### src/rtl/shadow_seg_pkg.sv
// Shared constants and types for the shadow segment controller.
// Assumes an 8-bit configuration port and a 256 KB upper memory window.
package shadow_seg_pkg;
    localparam int unsigned CFG_DW    = 8;
    localparam int unsigned ROM_OFF_W = 18;
    localparam logic [7:0]  REG_SEG_C  = 8'h30;
    localparam logic [7:0]  REG_SEG_D  = 8'h31;
    localparam logic [7:0]  REG_SEG_EF = 8'h32;
    localparam logic [1:0]  PAIR_E = 2'd3;
    localparam logic [1:0]  PAIR_F = 2'd2;

    typedef struct packed {
        logic rd_ram;
        logic wr_ram;
    } seg_ctl_t;
endpackage

### src/rtl/shadow_cfg_regs.sv
// Index/data configuration port with an NREG x 8 register file.
// Offset 0 write loads the index; offset 1 accesses the indexed entry.
// Assumes NREG is a power of two no larger than 256.
module shadow_cfg_regs #(
    parameter int unsigned OFF_W = 3,
    parameter int unsigned NREG  = 256
) (
    input  logic                                  clk,
    input  logic                                  rst_n,
    input  logic                                  cfg_wr,
    input  logic [OFF_W-1:0]                      cfg_addr,
    input  logic [shadow_seg_pkg::CFG_DW-1:0]     cfg_wdata,
    output logic [shadow_seg_pkg::CFG_DW-1:0]     cfg_rdata,
    output logic [shadow_seg_pkg::CFG_DW-1:0]     ctl_c,
    output logic [shadow_seg_pkg::CFG_DW-1:0]     ctl_d,
    output logic [shadow_seg_pkg::CFG_DW-1:0]     ctl_ef
);
    import shadow_seg_pkg::*;

    localparam int unsigned IDX_W = $clog2(NREG);
    localparam logic [OFF_W-1:0] OFF_INDEX = OFF_W'(0);
    localparam logic [OFF_W-1:0] OFF_DATA  = OFF_W'(1);

    logic [IDX_W-1:0]  index_q;
    logic [CFG_DW-1:0] regs_q [NREG];

    // Index register: loaded by writes at the index offset.
    always_ff @(posedge clk) begin
        if (!rst_n)
            index_q <= '0;
        else if (cfg_wr && cfg_addr == OFF_INDEX)
            index_q <= cfg_wdata[IDX_W-1:0];
    end

    // Register file: one generated flop row per entry, cleared on reset.
    for (genvar g = 0; g < NREG; g++) begin : g_entry
        always_ff @(posedge clk) begin
            if (!rst_n)
                regs_q[g] <= '0;
            else if (cfg_wr && cfg_addr == OFF_DATA && index_q == IDX_W'(g))
                regs_q[g] <= cfg_wdata;
        end
    end

    // Read mux: only the data offset returns content.
    always_comb begin
        cfg_rdata = (cfg_addr == OFF_DATA) ? regs_q[index_q] : '0;
    end

    assign ctl_c  = regs_q[REG_SEG_C[IDX_W-1:0]];
    assign ctl_d  = regs_q[REG_SEG_D[IDX_W-1:0]];
    assign ctl_ef = regs_q[REG_SEG_EF[IDX_W-1:0]];
endmodule

### src/rtl/shadow_seg_lookup.sv
// Maps a physical address to its segment and returns that segment's
// read-source and write-enable bits. Also flags window membership.
// Assumes ADDR_W >= 20 and the window at 0xC0000-0xFFFFF.
module shadow_seg_lookup #(
    parameter int unsigned ADDR_W = 24
) (
    input  logic [ADDR_W-1:0]                  mem_addr,
    input  logic [shadow_seg_pkg::CFG_DW-1:0]  ctl_c,
    input  logic [shadow_seg_pkg::CFG_DW-1:0]  ctl_d,
    input  logic [shadow_seg_pkg::CFG_DW-1:0]  ctl_ef,
    output logic                               in_uma,
    output shadow_seg_pkg::seg_ctl_t           seg_ctl
);
    import shadow_seg_pkg::*;

    localparam int unsigned TAG_W = ADDR_W - ROM_OFF_W;
    localparam logic [TAG_W-1:0] UMA_TAG = TAG_W'(3);
    localparam int unsigned NPAIR = CFG_DW / 2;

    logic [CFG_DW-1:0] sel_reg;
    logic [1:0]        pair_idx;
    seg_ctl_t          pairs [NPAIR];

    // Window check: address bits above the 256 KB offset must equal 3.
    assign in_uma = (mem_addr[ADDR_W-1:ROM_OFF_W] == UMA_TAG);

    // Register and pair choice: 16 KB pairs below 0xE0000, fixed pairs above.
    always_comb begin
        if (mem_addr[17]) begin
            sel_reg  = ctl_ef;
            pair_idx = mem_addr[16] ? PAIR_F : PAIR_E;
        end else begin
            sel_reg  = mem_addr[16] ? ctl_d : ctl_c;
            pair_idx = mem_addr[15:14];
        end
    end

    // Split the chosen register into its bit pairs.
    for (genvar g = 0; g < NPAIR; g++) begin : g_pair
        assign pairs[g].rd_ram = sel_reg[2*g+1];
        assign pairs[g].wr_ram = sel_reg[2*g];
    end

    assign seg_ctl = pairs[pair_idx];
endmodule

### src/rtl/shadow_seg_ctrl.sv
// Top of the shadow segment controller: configuration port, segment
// lookup and the ROM/RAM/discard steering of each memory access.
// Assumes one access per cycle; a write strobe overrides a read strobe.
module shadow_seg_ctrl #(
    parameter int unsigned ADDR_W = 24,
    parameter int unsigned OFF_W  = 3,
    parameter int unsigned NREG   = 256
) (
    input  logic              clk,
    input  logic              rst_n,
    input  logic              cfg_wr,
    input  logic [OFF_W-1:0]  cfg_addr,
    input  logic [7:0]        cfg_wdata,
    output logic [7:0]        cfg_rdata,
    input  logic [ADDR_W-1:0] mem_addr,
    input  logic              mem_rd,
    input  logic              mem_wr,
    output logic              rom_sel,
    output logic              ram_sel,
    output logic [17:0]       rom_offset,
    output logic              wr_discard
);
    import shadow_seg_pkg::*;

    logic [CFG_DW-1:0] ctl_c, ctl_d, ctl_ef;
    logic              in_uma;
    seg_ctl_t          seg_ctl;
    logic              is_wr, is_rd;

    shadow_cfg_regs #(.OFF_W(OFF_W), .NREG(NREG)) u_regs (
        .clk       (clk),
        .rst_n     (rst_n),
        .cfg_wr    (cfg_wr),
        .cfg_addr  (cfg_addr),
        .cfg_wdata (cfg_wdata),
        .cfg_rdata (cfg_rdata),
        .ctl_c     (ctl_c),
        .ctl_d     (ctl_d),
        .ctl_ef    (ctl_ef)
    );

    shadow_seg_lookup #(.ADDR_W(ADDR_W)) u_lookup (
        .mem_addr (mem_addr),
        .ctl_c    (ctl_c),
        .ctl_d    (ctl_d),
        .ctl_ef   (ctl_ef),
        .in_uma   (in_uma),
        .seg_ctl  (seg_ctl)
    );

    assign is_wr = mem_wr;
    assign is_rd = mem_rd & ~mem_wr;

    // Steering: choose ROM, RAM or discard for the current access.
    always_comb begin
        rom_sel    = is_rd & in_uma & ~seg_ctl.rd_ram;
        ram_sel    = (is_rd & (~in_uma | seg_ctl.rd_ram))
                   | (is_wr & (~in_uma | seg_ctl.wr_ram));
        wr_discard = is_wr & in_uma & ~seg_ctl.wr_ram;
        rom_offset = rom_sel ? mem_addr[ROM_OFF_W-1:0] : '0;
    end
endmodule

### config.mk
export PLATFORM = sky130hd
export DESIGN_NAME = shadow_seg_ctrl
export DESIGN_NICKNAME = d
export VERILOG_FILES = /design/src/rtl/shadow_seg_pkg.sv /design/src/rtl/shadow_cfg_regs.sv /design/src/rtl/shadow_seg_lookup.sv /design/src/rtl/shadow_seg_ctrl.sv
export SDC_FILE = /design/constraint.sdc
export NUM_CORES = 2
export LEC_CHECK = 0
export BUFFER_PORTS_ARGS = -buffer_cell sky130_fd_sc_hd__buf_2
export CORE_MARGIN = 1
export CORE_UTILIZATION = 45
export CTS_CLUSTER_SIZE = 16
export DETAILED_ROUTE_END_ITERATION = 7
export GPL_ROUTABILITY_DRIVEN = 0
export GPL_TIMING_DRIVEN = 1
export PLACE_DENSITY = 0.58
export SYNTH_ARGS = -nofsm -noshare
export SYNTH_HDL_FRONTEND = slang
export SYNTH_SLANG_ARGS = --single-unit
### constraint.sdc
create_clock -name clk -period 3.3 [get_ports clk]
set_input_delay 0 -clock clk [delete_from_list [all_inputs] [get_ports clk]]
set_output_delay 0 -clock clk [all_outputs]
set_load 0.01 [all_outputs]
==> results.tsv <==
stage	metric	value	unit
synth	synthesized cell area	96200	um2
status	status	finished with violations	
finish	commonest cells after routing, fill and taps aside	2074 x and2_1, 2048 x edfxtp_1, 655 x buf_4, 347 x mux4_2, 321 x nor2_1	
worst_setup_path	Critical Path RT	3.30	ns
floorplanning	I/O pins	69	
sta	Rel. slew slack	8.14	%
place	dpl cells	9700	
sta	WHS	0.0371	ns
synth	Syn Area/Cell	14.4	um2
worst_setup_path	Worst setup SP type	flip-flop	
sta	Finish-stage setup viols	8	
drt	DRT Pass-1 Iters	8	
synth	Synthesized Nets	6729	
sta	final setup TNS	-4.44	ns
synth	Top FF cell, synth	edfxtp_1	
cts	CTS root buffer	clkbuf_16	
finish	Nets	7257	
status	failing checks	design-rule violations, negative setup slack	
drt	ANT nets after route	0	
drt	aggregate routed wire length	307000	um
sta	final worst-path setup slack	-0.691	ns
synth	flop and latch count out of synthesis	2064	
grt	vias in the first global route	59115	
floorplanning	die height	464	um
drt	DR vias/cell	5.91	
finish	Cell Count, Final, Fillers Out	10237	
grt	total grt overflow	0	
sta	Hold Violations, Final	0	
floorplanning	Die X-Extent	464	um
synth	mux contribution to synthesized area	12.2	%
place	PortBufs	68	
finish	most common cell after layout, fill and taps aside	and2_1	
sta	Tcrit/Tclk final	121	%
synth	EDFF count, synth	2048	
worst_setup_path	crit path DAT	3.99	ns
synth	Yosys cell types	64	
cts	clk sink count	2064	
cts	CTS tree	done	
grt	GR Util met1	37.6	%
cts	Clock H-tree levels	4	
cts	Num CTS Buffers	220	
finish	Layout Utilization	53.5	%
floorplanning	Cell Rows	169	
sta	RSZ-0062 raised after global routing	true	
floorplanning	core area	212000	um2
synth	Compound-Gate Fraction of Synth Area	4.22	%
pwr	PwrDens	511	nW/um2
sta	worst slew pin tran	1.36	ns
pwr	Peak VDD IR	0.556	mV
hold_path	hold crit path type	input port to flip-flop	
floorplanning	Starting Density	45.3	%
grt	antenna violations before repair	15	
pwr	leak pwr	40.4	nW
sta	Pins Over Slew Limit	0	
worst_setup_path	RR Startpoint	u_regs.index_q[2]	
drt	drc violations	8	
synth	post-synthesis sequential area ratio	64.2	%
grt	global routing's busiest layer	met2	
synth	Post-Syn Instances	6689	
cts	clk buf depth	3	
sta	Max Freq	251	MHz
place	worst slack, placed	-0.728	ns
synth	FFs w/ async S/R, synth	0	%
sta	Final Skew	0.0334	ns
synth	Area contributors post-synth	edfxtp_1 64%, and2_1 13%, mux4_2 8.1%	
cts	worst-skew pair later-pin latency	0.88	ns
synth	xor/xnor share of the synthesized area	0	%
finish	fraction of layout cells with a size suffix above 1	23.3	%
grt	All-Layer GR Usage	27.8	%
synth	share of the synthesized area in the top cell type	63.9	%
finish	Area Overhead vs Synth	18.1	%
hold_path	HP Start	cfg_wdata[1]	
worst_setup_path	class of the most critical setup path	flip-flop to primary output	
flow_run	maxcap violations	0	
synth	yosys warns	0	
cts	CTS clk-pin slew, worst paths	0.06	ns
worst_setup_path	Setup crit end kind	primary output	
synth	post-synthesis simple-gate area fraction	16.5	%
floorplanning	die footprint	216000	um2
worst_setup_path	CP Max Fanout	14	
hold_path	hold path depth	2	
grt	first-pass GRT wire length	432000	um
drt	Routed wire per std cell	30.0	um
grt	GR Layer Usage met3	4.87	%
synth	leading area contributor after synthesis	edfxtp_1	
drt	Starting DRT DRC Count	7359	
place	DP HPWL	199000	um
grt	largest net degree at the start of global routing	118	
drt	DR vias	60490	
worst_setup_path	R2R depth	5	
grt	met2 usage	44.5	%
synth	main combinational cell family by area after synthesis	simple AND/OR/NAND/NOR gates	
synth	Post-Synth Adder-Cell Area	0	%
sta	Tmin final	3.99	ns
report_power, final:
group          total [mW]  internal (mW)  switching [mW]
sequential           29.9           29.6           0.290
combinational        3.11           1.10            2.01
clock                25.1           14.3            10.7
layout make-up:
cell class | count | area, um2
clock inverters | 155 | 1480
inverters | 3 | 18.8
multi-input cells | 4078 | 33200
clock buffers | 256 | 5750
diodes | 10 | 25.0
repair buffers | 850 | 7860
well taps | 2821 | 3530
fillers | 17331 | 98600
flip-flops and latches | 2064 | 61800
metal layers:
layer	up-vias	part of all wire, %
met5	-	0.0088
met2	2854	47
met3	548	8.2
li1	25866	-
met4	4	4.3
met1	31218	40
flip-flops by register name, indices dropped and copies added (netlist names), named ones only:
register and count:
u_regs.index_q 8, u_regs.regs_q 2048
synthesized netlist by cell type, drive strengths merged (2+ instances only):
cell,count
and2,2076
edfxtp,2048
clkbuf,410
mux4,387
nor2,329
o21ai,311
mux2i,280
nand2,136
buf,133
o22ai,91
o221ai,84
a21oi,72
nor3,71
nand3,43
nand4,31
a22oi,21
a211oi,19
nor4,17
dfxtp,16
a21boi,13
a2111oi,12
a221oi,9
nor2b,9
or3,9
o211ai,8
and3,7
a31oi,5
mux2,4
nor3b,4
o2111ai,4
nand2b,3
nand3b,3
o32ai,3
a41oi,2
clkinv,2
nor4b,2
o22a,2
o31ai,2
or4,2
stage by stage:
| step | instance area [um2] | total power, mW |
|---|---|---|
| finish | 114000 | 58.0 |
| global route | 114000 | 59.4 |
| CTS | 112000 | 58.1 |
| detailed placement | 103000 | 33.3 |
| global placement | 103000 | 33.2 |
| floorplan | 96200 | 31.8 |
cells by family (layout without fill, tap and decap cells):
logic type / Yosys count / in the layout
multiplexers: 671 / 671
AO/OA/AOI/OAI: 662 / 662
other: 0 / 10
flip-flops: 2064 / 2064
AND/OR/NAND/NOR: 2745 / 2745
buffers and inverters: 547 / 1264
what timing repair did:
item | in CTS | in global routing
endpoints found under the setup margin | 26 | 8
gates resized for setup | 154 | 170
hold buffers | 14 | 0
gates cloned | 7 | 13
setup buffers | 22 | 66
pin swaps | 22 | 68
hold endpoints to repair | 506 | 0
critical path, stage by stage, from the launching register on:
cell	delay (ns)
dfxtp_4	0.37
buf_12	0.14
buf_4	0.26
buf_16	0.23
mux4_2	0.29
nor3_1	0.07
buf_4	0.16
or3_1	0.35
nor4_2	0.18
nand4_1	0.38
o22ai_4	0.44
buf_2	0.21
path summary, 6_finish.rpt:
kind                            to  slack, ns
max reg2reg  u_regs.regs_q[135][7]       0.33
max                   cfg_rdata[4]      -0.69
min          u_regs.regs_q[230][1]       0.04
min reg2reg              flip-flop       0.73
No activity file was read; power rests on OpenSTA's default activity.
